## config.mk

```make
export PLATFORM = sky130hd
export DESIGN_NAME = octal_addr_latch
export DESIGN_NICKNAME = d
export VERILOG_FILES = /design/src/rtl/addr_latch_pkg.sv /design/src/rtl/latch_mode_ctrl.sv /design/src/rtl/latch_flag_bank.sv /design/src/rtl/octal_addr_latch.sv
export SDC_FILE = /design/constraint.sdc
export NUM_CORES = 1
export LEC_CHECK = 0
export BUFFER_PORTS_ARGS = -buffer_cell sky130_fd_sc_hd__buf_4
export CAP_MARGIN = 25
export CORE_AREA = 2 2 39 41
export CTS_CLUSTER_SIZE = 24
export DETAILED_ROUTE_END_ITERATION = 7
export DIE_AREA = 0 0 41 43
export PLACE_DENSITY = 0.61
export SLEW_MARGIN = 20
export SYNTH_ARGS = -nofsm -noshare
export SYNTH_HDL_FRONTEND = slang
export SYNTH_SLANG_ARGS = --single-unit
```

## constraint.sdc

```tcl
create_clock -name clk -period 1.26 [get_ports clk]
set_clock_uncertainty 0.05 [all_clocks]
set_input_delay 0.063 -clock clk [delete_from_list [all_inputs] [get_ports clk]]
set_output_delay 0.063 -clock clk [all_outputs]
set_load 0.01 [all_outputs]
```

## src/rtl/addr_latch_pkg.sv

```systemverilog
package addr_latch_pkg;

  // Mode code is {clearN, enableN}
  typedef enum logic [1:0] {
    MODE_DECODE = 2'b00,
    MODE_CLEAR  = 2'b01,
    MODE_LATCH  = 2'b10,
    MODE_HOLD   = 2'b11
  } mode_e;

  // Strobes from control to the flag bank
  typedef struct packed {
    logic wrEn;      // write dataBit into the selected flag
    logic zeroRest;  // force the non-written flags to zero
    logic dataBit;   // value to write
  } strobe_t;

endpackage

```

## src/rtl/latch_mode_ctrl.sv

```systemverilog
module latch_mode_ctrl
  import addr_latch_pkg::*;
#(
  parameter int NUM_OUT = 8,
  localparam int ADDR_W = $clog2(NUM_OUT)
) (
  input  logic               clk,
  input  logic               rst,
  input  logic [ADDR_W-1:0]  addrIn,
  input  logic               dataIn,
  input  logic               enableN,
  input  logic               clearN,
  output strobe_t            stb,
  output logic [NUM_OUT-1:0] sel
);

  mode_e mode;

  // mode decode from the two active-low controls
  assign mode = mode_e'({clearN, enableN});

  always_comb begin
    stb.dataBit  = dataIn;
    stb.wrEn     = 1'b0;
    stb.zeroRest = 1'b0;
    unique case (mode)
      MODE_LATCH:  begin stb.wrEn = 1'b1; stb.zeroRest = 1'b0; end
      MODE_DECODE: begin stb.wrEn = 1'b1; stb.zeroRest = 1'b1; end
      MODE_CLEAR:  begin stb.wrEn = 1'b0; stb.zeroRest = 1'b1; end
      default:     begin stb.wrEn = 1'b0; stb.zeroRest = 1'b0; end
    endcase
  end

  // binary address to one-hot select
  for (genvar i = 0; i < NUM_OUT; i++) begin : g_sel
    assign sel[i] = (addrIn == ADDR_W'(i));
  end

  p_sel_onehot_r1: assert property (@(posedge clk) disable iff (rst)
    $onehot(sel));

endmodule

```

## src/rtl/latch_flag_bank.sv

```systemverilog
module latch_flag_bank
  import addr_latch_pkg::*;
#(
  parameter int NUM_OUT = 8
) (
  input  logic               clk,
  input  logic               rst,
  input  strobe_t            stb,
  input  logic [NUM_OUT-1:0] sel,
  output logic [NUM_OUT-1:0] flags
);

  for (genvar i = 0; i < NUM_OUT; i++) begin : g_flag
    always_ff @(posedge clk) begin
      if (rst)                      flags[i] <= 1'b0;
      else if (stb.wrEn && sel[i])  flags[i] <= stb.dataBit;
      else if (stb.zeroRest)        flags[i] <= 1'b0;
    end
  end

  p_hold_stable_r4: assert property (@(posedge clk) disable iff (rst)
    (!stb.wrEn && !stb.zeroRest) |=> $stable(flags));

  p_clear_off_r6: assert property (@(posedge clk) disable iff (rst)
    (!stb.wrEn && stb.zeroRest) |=> (flags == '0));

  p_decode_onehot_r5: assert property (@(posedge clk) disable iff (rst)
    (stb.wrEn && stb.zeroRest) |=> $onehot0(flags));

  p_latch_others_r3: assert property (@(posedge clk) disable iff (rst)
    (stb.wrEn && !stb.zeroRest) |=> (((flags ^ $past(flags)) & ~$past(sel)) == '0));

  p_reset_off_r7: assert property (@(posedge clk)
    rst |=> (flags == '0));

endmodule

```

## src/rtl/octal_addr_latch.sv

```systemverilog
module octal_addr_latch
  import addr_latch_pkg::*;
#(
  parameter int NUM_OUT = 8,
  localparam int ADDR_W = $clog2(NUM_OUT)
) (
  input  logic               clk,
  input  logic               rst,
  input  logic [ADDR_W-1:0]  addrIn,
  input  logic               dataIn,
  input  logic               enableN,
  input  logic               clearN,
  output logic [NUM_OUT-1:0] drvOn
);

  strobe_t            stb;
  logic [NUM_OUT-1:0] sel;

  latch_mode_ctrl #(.NUM_OUT(NUM_OUT)) i_ctrl (
    .clk(clk), .rst(rst), .addrIn(addrIn), .dataIn(dataIn),
    .enableN(enableN), .clearN(clearN), .stb(stb), .sel(sel)
  );

  latch_flag_bank #(.NUM_OUT(NUM_OUT)) i_bank (
    .clk(clk), .rst(rst), .stb(stb), .sel(sel), .flags(drvOn)
  );

endmodule

```

Word level (Yosys, flattened, before mapping) --
Index checks and enable logic that the tools add are counted.
Word-level totals: register bits 8, input port bits 8, output and inout port bits 8, word-level logic and storage cells 45
Operators by class: eq/ne operators 9, mux-type cells 10, reduce and logical (&&, ||, !) cells 18
Operators with widths (number):
- nonzero test 2 bit | 8
- equality test 3 bit (second input constant) | 4
- two-way mux 1 bit | 9
- logical AND 1 bit | 8
- equality test 3 x 2 -> 1 bit (second input constant) | 2
- one-hot mux 2 bit (3 select lines) | 1
- equality test 3 x 1 -> 1 bit (second input constant) | 1
- zero test 3 bit | 1
- equality test 2 x 1 -> 1 bit (second input constant) | 1
- equality test 2 bit (second input constant) | 1
- zero test 2 bit | 1

Logic depth before layout (Yosys ltp) --
Gate-level depths: netlist (run 1).
word-level depth 4, gate-level depth with buffers 3, mapped depth without buffers 2

By module --
A second synthesis (run 1) with hierarchy kept.
Second synthesis, totals: cell total of the unflattened synthesis 55, area total of the unflattened synthesis 445.4 sq um
By module, submodules not included:
- latch_flag_bank | times used 1, cells each 44, area each 365.4 sq um, seq. area each 160.2 sq um
- latch_mode_ctrl | times used 1, cells each 11, area each 80.1 sq um, seq. area each 0.0 sq um

Least setup slack after synthesis (run 1) --
Ideal clock, no wire load.
path kind input port to flip-flop, start point input addrIn[1], end point register i_bank.flags[1], library setup time 72 ps, data arrival time 597 ps, data required time 1138 ps, setup slack 541 ps, stages on the path 2, buffers on the path 0, path through nor4b_1 > mux2i_1
On the way: word-level cells in the longest chain between the ends 3, elaborated cells between the ends (all ways) 4, classes of those cells 1 x eq/ne; 1 x mux; 2 x reduce/logical
Ends and longest elaborated chain:
- start: declaration | RTL line octal_addr_latch.sv:9 | input logic [ADDR_W-1:0] addrIn,
- equality test 3 x 1 -> 1 bit * | RTL line latch_mode_ctrl.sv:36 | assign sel[i] = (addrIn == ADDR_W'(i));
- logical AND 1 bit * | RTL line latch_flag_bank.sv:16 | else if (stb.wrEn && sel[i]) flags[i] <= stb.dataBit;
- two-way mux 1 bit or nonzero test 2 bit (tied branches)
- end signal: indexed assignment | RTL line latch_flag_bank.sv:16
- end: declaration | RTL line latch_flag_bank.sv:10 | output logic [NUM_OUT-1:0] flags
Mark *: on every way between the ends. The rest lies on a longest branch, timed or not. A chain may end at the register's enable or synchronous reset.

Final worst setup path (run 1) --
start point register i_bank.flags[6], end point output drvOn[6]
RTL lines:
- end: declaration | RTL line octal_addr_latch.sv:13 | output logic [NUM_OUT-1:0] drvOn
No word-level cell between the ends.

==> run_results.csv, run 1 <==
group,metric,value,unit
run_status,status,"finished, final reports clean",
power,seqPwrFrac,49.9,%
global_route,grt_pass1_wl,1269,um
power,power.density,959.2,nW/um2
setup_path,r2r_end,"i_bank.flags[2]$_SDFFE_PP0P_",
synth,async_flop_share,0,%
synth,synth_edf_count,0,
routing,num_vias,337,
layout,multi_input_area,225.2,um2
clock_network,htreeDepth,1,
layout,area.sequential,160.2,um2
sta,relSlewSlack,76.69,%
synth,netlist.area_leader.share,40.63,%
setup_path,crit_slowest_cell,"dfxtp_1",
layout,top_regs,"i_bank.flags (8)",
synth,syn_avg_cell_area,11.26,um2
global_route,antenna_found_initial,0,
setup_path,rr_worst_depth,2,
synth,synth_flop_cell,"dfxtp_1",
sta,hold_viol,0,
power,clkPwrFrac,37.8,%
synth,yosysUniqueCellTypes,11,
layout,drive_gt1_share,39.22,%
global_route,first_global_vias,299,
routing,drtPass1Iterations,3,
setup_path,start_kind,"flop",
layout,nNetsFinal,61,
clock_network,clock_latency,0.25,ns
synth,syn_inst,35,
power,p_int,400.6,uW
setup_path,cp_cell_sequence,"buf_4",
clock_network,cts_tree,"yes",
clock_network,cts.clk_slew.worst_paths,0.05,ns
routing,routed_via_density,5.030,
sta,slew_violations,0,
layout,largest_register_ffs,8,
place,io_buffers,15,
setup_path,crit_type,"reg2out",
worst_hold_path,min_to,"i_bank.flags[3]$_SDFFE_PP0P_",
clock_network,cts_buffers,3,
setup_path,regToRegSetupSlack,0.59,ns
synth,ys_seq_elements,8,
layout,diodes,0,
layout,num-fill-cells,133,
routing,drtAntennaViolNets,0,
setup_path,critPathMaxFanout,2,
sta,finalCritPeriodShare,65.15,%
setup_path,r2r-start,"i_bank.flags[2]$_SDFFE_PP0P_",
layout,largest_register,"i_bank.flags",
floorplanning,design.die.area,1763,um2
power,leakage,0.0002130,uW
power,comb_power_share,12.4,%
clock_network,cts_resized,0,
power,power_switching,117.9,uW
sta,setup_ws,0.4391,ns
setup_path,cp-end-kind,"primary output",
worst_hold_path,whs_path_depth,3,
clock_network,cts_buffer_depth,2,
synth,synthesis.nets,43,
synth,synth_seq_area_share,40.63,%
floorplanning,io_pins,16,
clock_network,postCtsSetupBuffers,0,
routing,dr.first_iter.drc_count,1,
floorplanning,start_util,28.48,%
setup_path,crit_arrival,0.71,ns
global_route,grt_use_total,10.88,%
global_route,grt_overflow,0,
global_route,grt_max_degree,10,
worst_hold_path,hp-class,"in2reg",
synth,synth.area.top_cells,"dfxtp_1 41%, mux2i_1 20%, nand3b_1 15%, nor4b_1 6.7%, and4bb_2 6.3%",
setup_path,crit_family,"flip-flops",
synth,synthTopCellsByCount,"8 x dfxtp_1, 8 x mux2i_1, 8 x nand3b_1, 3 x nor4b_1, 2 x and4bb_2",
flow_run,drv_cap,0,
sta,finalSetupViolCount,0,
routing,drt-total-wl,845,um
sta,rsz0062_at_grt,"no",
power,p_sw_share,22.74,%
place,place_ws,0.3393,ns
setup_path,critPathMaxStageDelay,0.33,ns
place,gp_congestion,0.6196,
sta,setup_tns,0,ns
floorplanning,num_rows,14,
synth,yosysWarnings,0,
routing,wire_per_inst,12.61,um
floorplanning,die_y,43,um
clock_network,cts_sinks,8,
layout,areaGrowthSynthToFinish,37.14,%
setup_path,critPathRequiredTime,1.15,ns
worst_hold_path,hold_start,"clearN",
routing,drc,0,
setup_path,cp_num_buf_inv,1,
power,ir_drop,0.4263,mV
sta,fin_crit,0.8209,ns
sta,tightest_slew,0.3447,ns
place,post-dp-hpwl,582.3,um
floorplanning,core,1384,um2
clock_network,cts-root-buf,"clkbuf_4",
synth,synth_area,394.1,um2
floorplanning,die_w,41,um
clock_network,postCtsHoldBufs,0,
sta,timing.fmax,1218,MHz
synth,synth_area_leader_cell,"dfxtp_1",
per-stage QoR:
stage | cells | area [um2] | power (uW) | utilization (%) | hold slack (ns)
floorplan | 35 | 394.1 | 292.6 | - | 0.1980
global placement | 64 | 518.0 | 328.4 | 37.43 | 0.3524
detailed placement | 64 | 518.0 | 328.5 | 37.43 | 0.3560
CTS | 67 | 540.5 | 525.3 | 39.06 | 0.09028
global route | 67 | 540.5 | 545.2 | 39.06 | 0.1087
finish | 67 | 540.5 | 518.5 | 39.06 | 0.09305
routing by layer:
layer	wire, um	GRT usage, %	part of all wire [%]
met2	358	14.06	42
met4	14	8.000	1.7
met5	0	0	0
met3	70	3.141	8.3
met1	402	14.61	48
worst max path at each step:
| stage | start | to | slack [ns] | cells past startpoint |
|---|---|---|---|---|
| 2_1_floorplan | addrIn[1] | i_bank.flags[1]$_SDFFE_PP0P_ | 0.54 | 2 |
| 3_3_place_gp | addrIn[0] | i_bank.flags[2]$_SDFFE_PP0P_ | 0.32 | 3 |
| 3_5_place_dp | addrIn[1] | i_bank.flags[1]$_SDFFE_PP0P_ | 0.34 | 3 |
| 4_1_cts | i_bank.flags[2]$_SDFFE_PP0P_ | drvOn[2] | 0.44 | 1 |
| 5_1_grt | i_bank.flags[3]$_SDFFE_PP0P_ | drvOn[3] | 0.40 | 1 |
| 6_report | i_bank.flags[6]$_SDFFE_PP0P_ | drvOn[6] | 0.44 | 1 |
tightest hold or removal path: stages:
cell and delay, ns:
buf_4 0.14, nand3b_1 0.08, mux2i_1 0.06
cells by family (layout without fill, tap and decap cells):
| family | count (synthesis) | count (layout) | synth area share (%) |
|---|---|---|---|
| simple gates | 17 | 17 | 36.83 |
| flops | 8 | 8 | 40.63 |
| buf+inv | 2 | 18 | 2.220 |
| mux | 8 | 8 | 20.32 |
layout by cell type, fill, tap and decap left out, drive strengths merged:
master	Yosys	layout
nand2b	1	1
buf	1	15
mux2i	8	8
nor4	1	1
and4bb	3	3
nor4b	3	3
nand3b	8	8
nand4b	1	1
clkbuf	1	3
dfxtp	8	8
final cells by class:
type,count,area share (%)
Multi-Input combinational cell,25,41.67
Timing Repair Buffer,15,20.83
Sequential cell,8,29.63
Tap cell,16,3.704
Clock buffer,3,4.167
power groups by stage:
stage                     Combinational, uW  Sequential, uW  Clock (uW)
final                                  64.0             259         196
after global routing                   69.9             259         216
after CTS                              65.1             259         202
after detailed placement               64.4             264           0
after global placement                 64.4             264           0
after floorplan                        26.9             266           0
No activity file was read; power rests on OpenSTA's default activity.
==> run 2, diff against run 1 <==
==> constraint.sdc (replaced) <==
create_clock -name clk -period 0.9 [get_ports clk]
set_clock_uncertainty 0.05 [all_clocks]
set_input_delay 0.045 -clock clk [delete_from_list [all_inputs] [get_ports clk]]
set_output_delay 0.045 -clock clk [all_outputs]
set_load 0.01 [all_outputs]
==> run_results.csv, run 2 (synthesis gave the netlist of run 1 again) <==
group,metric,value,unit
setup_path,cp_num_buf_inv,1,
flow_run,drv_cap,0,
power,p_sw_share,22.19,%
setup_path,critPathRequiredTime,0.81,ns
floorplanning,start_util,28.48,%
floorplanning,core,1384,um2
routing,top_layer_used,"met4",
setup_path,start_kind,"flop",
sta,rsz0062_at_grt,"no",
clock_network,cts_sinks,8,
setup_path,critPathMaxFanout,2,
clock_network,postCtsSetupBuffers,0,
global_route,first_global_vias,305,
clock_network,cts_buffer_depth,2,
global_route,antenna_found_initial,0,
global_route,grt_pass1_wl,1386,um
layout,utilization,39.06,%
clock_network,clock_latency,0.25,ns
sta,hold_viol,0,
power,power.density,1333,nW/um2
clock_network,cts.clk_slew.worst_paths,0.05,ns
layout,nNetsFinal,61,
setup_path,cp_cell_sequence,"buf_4",
sta,fin_crit,0.8233,ns
floorplanning,design.die.area,1763,um2
floorplanning,io_pins,16,
power,comb_power_share,12.7,%
sta,tightest_slew,0.3518,ns
clock_network,cts_tree,"yes",
worst_hold_path,hp-class,"in2reg",
setup_path,critPathMaxStageDelay,0.35,ns
sta,whs,0.07854,ns
sta,finalCritPeriodShare,91.48,%
place,gp_congestion,0.6208,
floorplanning,die_w,41,um
power,p_int,560.6,uW
routing,num_vias,337,
power,seqPwrFrac,50.3,%
layout,diodes,0,
routing,route.met3.wl,70,um
sta,relSlewSlack,76.21,%
routing,drt-met1-wl,439,um
routing,wl_met2,353,um
setup_path,crit_slowest_cell,"dfxtp_1",
clock_network,cts_buffers,3,
clock_network,cts-root-buf,"clkbuf_4",
sta,setup_tns,0,ns
routing,wire_per_inst,13.10,um
run_status,status,"finished, final reports clean",
power,leakage,0.0002130,uW
routing,dr.first_iter.drc_count,8,
floorplanning,die_y,43,um
power,total_power,720.4,uW
setup_path,crit_type,"reg2out",
clock_network,postCtsHoldBufs,0,
sta,slew_violations,0,
clock_network,cts_resized,0,
place,io_buffers,15,
routing,drtAntennaViolNets,0,
power,ir_drop,0.4764,mV
layout,areaGrowthSynthToFinish,37.14,%
clock_network,htreeDepth,1,
sta,finalSetupViolCount,0,
layout,layout_common_cells,"15 x buf_4, 8 x nand3b_1, 8 x mux2i_1, 8 x dfxtp_1",
global_route,grt_use_total,12.07,%
power,clkPwrFrac,37.0,%
routing,drt-total-wl,878,um
layout,drive_gt1_share,39.22,%
layout,top_regs,"i_bank.flags (8)",
routing,drc,0,
sta,setup_ws,0.07670,ns
place,place_ws,-0.005709,ns
routing,drtPass1Iterations,4,
layout,largest_register,"i_bank.flags",
setup_path,cp-end-kind,"primary output",
layout,mostFrequentLayoutCell,"buf_4",
sta,timing.fmax,1215,MHz
setup_path,crit_family,"flip-flops",
global_route,grt_max_degree,10,
floorplanning,num_rows,14,
setup_path,crit_arrival,0.73,ns
power,power_switching,159.9,uW
global_route,grt_overflow,0,
routing,routed_via_density,5.030,
layout,largest_register_ffs,8,
[run 2: layout make-up]
type / instances / area (um2)
clock buffer: 3 / 22.52
fill: 146 / 843.3
multi-input combinational: 25 / 225.2
sequential: 8 / 160.2
tap: 16 / 20.02
timing repair buffer: 15 / 112.6
[run 2: per-stage QoR]
step / instance area [um2] / cells
global route: 540.5 / 67
finish: 540.5 / 67
detailed placement: 518.0 / 64
CTS: 540.5 / 67
floorplan: 394.1 / 35
global placement: 518.0 / 64
[run 2: power by group through the flow]
stage | Combinational [uW] | Sequential (uW) | Clock, uW
6_report | 91.3 | 363 | 267
5_1_grt | 98.5 | 362 | 314
4_1_cts | 90.5 | 362 | 287
3_5_place_dp | 90.1 | 370 | 0
3_3_place_gp | 90.2 | 370 | 0
2_1_floorplan | 37.6 | 372 | 0
[run 2: worst paths after layout]
path	startpoint	endpoint	slack (ns)	cells after the start
worst max-delay path	i_bank.flags[0]$_SDFFE_PP0P_	drvOn[0]	0.08	1
worst min-delay path	clearN	i_bank.flags[3]$_SDFFE_PP0P_	0.08	3
worst max register to register	i_bank.flags[0]$_SDFFE_PP0P_	i_bank.flags[0]$_SDFFE_PP0P_	0.20	2
worst min register to register	i_bank.flags[6]$_SDFFE_PP0P_	i_bank.flags[6]$_SDFFE_PP0P_	0.44	2
[run 2: worst min-delay path, stage by stage]
cell	delay, ns
buf_4	0.15
nand3b_1	0.08
mux2i_1	0.06
[run 2: per-layer routing]
layer	GRT usage (%)	vias up
met4	12.00	0
met5	0	-
met3	3.141	2
met1	17.15	151
li1	-	170
met2	13.44	14
==> run 3, diff against run 2 <==
--- a/config.mk
+++ b/config.mk
@@ -5,13 +5,14 @@
 export SDC_FILE = /design/constraint.sdc
 export NUM_CORES = 1
 export LEC_CHECK = 0
+export ABC_AREA = 1
 export BUFFER_PORTS_ARGS = -buffer_cell sky130_fd_sc_hd__buf_4
 export CAP_MARGIN = 25
 export CORE_AREA = 2 2 39 41
 export CTS_CLUSTER_SIZE = 24
 export DETAILED_ROUTE_END_ITERATION = 7
 export DIE_AREA = 0 0 41 43
-export PLACE_DENSITY = 0.61
+export PLACE_DENSITY = 0.63
 export SLEW_MARGIN = 20
 export SYNTH_ARGS = -nofsm -noshare
 export SYNTH_HDL_FRONTEND = slang
==> run_results.csv, run 3 <==
group,metric,value,unit
layout,layout_common_cells,"17 x nand2_1, 15 x buf_4, 11 x nor2_1, 8 x nand3_1, 8 x dfxtp_1",
sta,slew_violations,0,
clock_network,cts.clk_slew.worst_paths,0.06,ns
clock_network,cts-root-buf,"clkbuf_4",
flow_run,drv_cap,0,
power,ir_drop,0.4768,mV
routing,drtPass1Iterations,2,
floorplanning,design.die.area,1763,um2
routing,drc,0,
routing,num_vias,440,
place,post_dp_cell_area,545.5,um2
floorplanning,die_y,43,um
layout,largest_register_ffs,8,
sta,relSlewSlack,83.52,%
synth,yosysWarnings,0,
layout,top_regs,"i_bank.flags (8)",
synth,synth.most_common_cell,"nand2_1",
synth,synth.area.top_cells,"dfxtp_1 38%, nand2_1 15%, nor2_1 9.9%, nand3_1 9.6%, a21boi_1 7.2%",
synth,syn_avg_cell_area,6.633,um2
worst_hold_path,whs_path_depth,4,
layout,final_cell_area,568.0,um2
synth,async_flop_share,0,%
floorplanning,num_rows,14,
synth,synth_flop_cell,"dfxtp_1",
setup_path,regToRegSetupSlack,0.12,ns
clock_network,htreeDepth,1,
setup_path,crit_slowest_cell,"dfxtp_1",
routing,routed_via_density,4.583,
place,gp_congestion,0.7569,
power,leakage,0.0002915,uW
layout,mostFrequentLayoutCell,"nand2_1",
worst_hold_path,min_to,"i_bank.flags[4]$_SDFFE_PP0P_",
setup_path,critPathRequiredTime,0.81,ns
synth,yosysUniqueCellTypes,11,
setup_path,start_kind,"flop",
layout,num-fill-cells,154,
setup_path,rr_worst_depth,3,
setup_path,critPathMaxStageDelay,0.34,ns
sta,timing.fmax,1219,MHz
worst_hold_path,hold_start,"rst",
layout,nNetsFinal,90,
clock_network,clock_latency,0.26,ns
sta,tightest_slew,0.2462,ns
sta,finalSetupViolCount,0,
synth,synth_edf_count,0,
floorplanning,core,1384,um2
sta,fin_crit,0.8206,ns
setup_path,cp-end-kind,"primary output",
setup_path,crit_arrival,0.73,ns
clock_network,cts_buffer_depth,2,
place,io_buffers,15,
floorplanning,start_util,30.20,%
layout,largest_register,"i_bank.flags",
clock_network,postCtsHoldBufs,0,
synth,syn_inst,63,
synth,synth_seq_area_share,38.32,%
routing,wire_per_inst,10.14,um
clock_network,cts_buffers,3,
clock_network,cts_tree,"yes",
setup_path,cp_num_buf_inv,1,
place,post-dp-hpwl,723.6,um
setup_path,crit_type,"reg2out",
global_route,grt_max_degree,9,
synth,ys_seq_elements,8,
synth,synthTopCellsByCount,"17 x nand2_1, 11 x nor2_1, 8 x dfxtp_1, 8 x nand3_1, 7 x inv_1",
synth,synth_area,417.9,um2
setup_path,cp_cell_sequence,"buf_4",
power,power.density,1373,nW/um2
sta,hold_viol,0,
floorplanning,die_w,41,um
layout,drive_gt1_share,26.25,%
routing,drt-total-wl,973,um
sta,setup_tns,0,ns
sta,finalCritPeriodShare,91.18,%
layout,utilization,41.05,%
run_status,status,"finished, final reports clean",
global_route,grt_overflow,0,
synth,synth_area_leader_cell,"dfxtp_1",
routing,drtAntennaViolNets,0,
layout,diodes,0,
clock_network,cts_resized,0,
setup_path,r2r-start,"i_bank.flags[0]$_SDFFE_PP0P_",
global_route,antenna_found_initial,0,
routing,dr.first_iter.drc_count,2,
floorplanning,io_pins,16,
worst_hold_path,hp-class,"in2reg",
global_route,first_global_vias,390,
synth,netlist.area_leader.share,38.32,%
setup_path,critPathMaxFanout,2,
layout,areaGrowthSynthToFinish,35.93,%
sta,rsz0062_at_grt,"no",
clock_network,cts_sinks,8,
clock_network,postCtsSetupBuffers,0,
synth,synthesis.nets,71,
setup_path,r2r_end,"i_bank.flags[0]$_SDFFE_PP0P_",
setup_path,crit_family,"flip-flops",
global_route,grt_pass1_wl,1524,um
global_route,grt_use_total,13.04,%
==> run 3: changes by cell type after synthesis, moves of 2 or more <==
cell / change
and4bb_2: -2
nor4b_1: -3
nand3_1: +8
nor2_4: +2
a21boi_1: +4
a21oi_1: +2
a21boi_0: +2
inv_1: +7
nand3b_1: -8
nor2_1: +11
nand2_1: +17
mux2i_1: -8
==> run 3: cell type report <==
cell class                      instances  area [um2]  share of cell area (%)
Multi-Input combinational cell         46       222.7                   39.21
Sequential cell                         8       160.2                   28.19
Clock buffer                            3       22.52                   3.965
Inverter                                8       30.03                   5.286
Timing Repair Buffer                   15       112.6                   19.82
Tap cell                               16       20.02                   3.524
==> run 3: worst reg2reg max path, cell delays in order (launching register included) <==
cell,delay (ns)
dfxtp_1,0.31
nand2_1,0.05
a21boi_0,0.19
nor2_1,0.07
==> run 3: how the worst max path moves through the flow <==
stage / endpoint / depth (start not counted) / slack, ns / from
after floorplan: i_bank.flags[3]$_SDFFE_PP0P_ / 3 / 0.16 / i_bank.flags[3]$_SDFFE_PP0P_
after global placement: i_bank.flags[5]$_SDFFE_PP0P_ / 5 / 0.14 / addrIn[1]
after detailed placement: i_bank.flags[0]$_SDFFE_PP0P_ / 5 / 0.14 / addrIn[1]
after CTS: drvOn[3] / 1 / 0.08 / i_bank.flags[3]$_SDFFE_PP0P_
after global routing: drvOn[2] / 1 / 0.05 / i_bank.flags[2]$_SDFFE_PP0P_
final: drvOn[4] / 1 / 0.08 / i_bank.flags[4]$_SDFFE_PP0P_
==> run 3: power by group <==
group	switching [uW]	leakage, uW	total, uW	internal (uW)
clock network	138	0.0000138	292	154
logic	69.0	0.000213	121	52.1
registers	4.16	0.0000648	367	363
total	211	0.000291	780	569
==> run 3: cells by family after synthesis <==
family | synth area share, %
compound gates | 13.17
buf+inv | 8.382
flops | 38.32
simple gates | 40.12
==> run 3: stage by stage <==
step / instances / setup WS [ns] / power (uW) / hold slack [ns]
after detailed placement: 93 / 0.1353 / 497.5 / 0.3565
after floorplan: 63 / 0.1550 / 440.4 / 0.2133
after global routing: 96 / 0.05320 / 814.8 / 0.1005
after global placement: 93 / 0.1446 / 494.9 / 0.3545
final: 96 / 0.07938 / 780.0 / 0.08363
after CTS: 96 / 0.08472 / 781.9 / 0.08385
==> run 3: metal layers <==
| layer | share of wire, % | track usage (%) | vias up | routed length [um] |
|---|---|---|---|---|
| met5 | 0 | 0 | - | 0 |
| met4 | 3.5 | 10.00 | 0 | 34 |
| met3 | 6.4 | 4.712 | 5 | 62 |
| met2 | 43 | 18.44 | 14 | 416 |
| met1 | 47 | 15.06 | 190 | 460 |
| li1 | - | - | 231 | - |
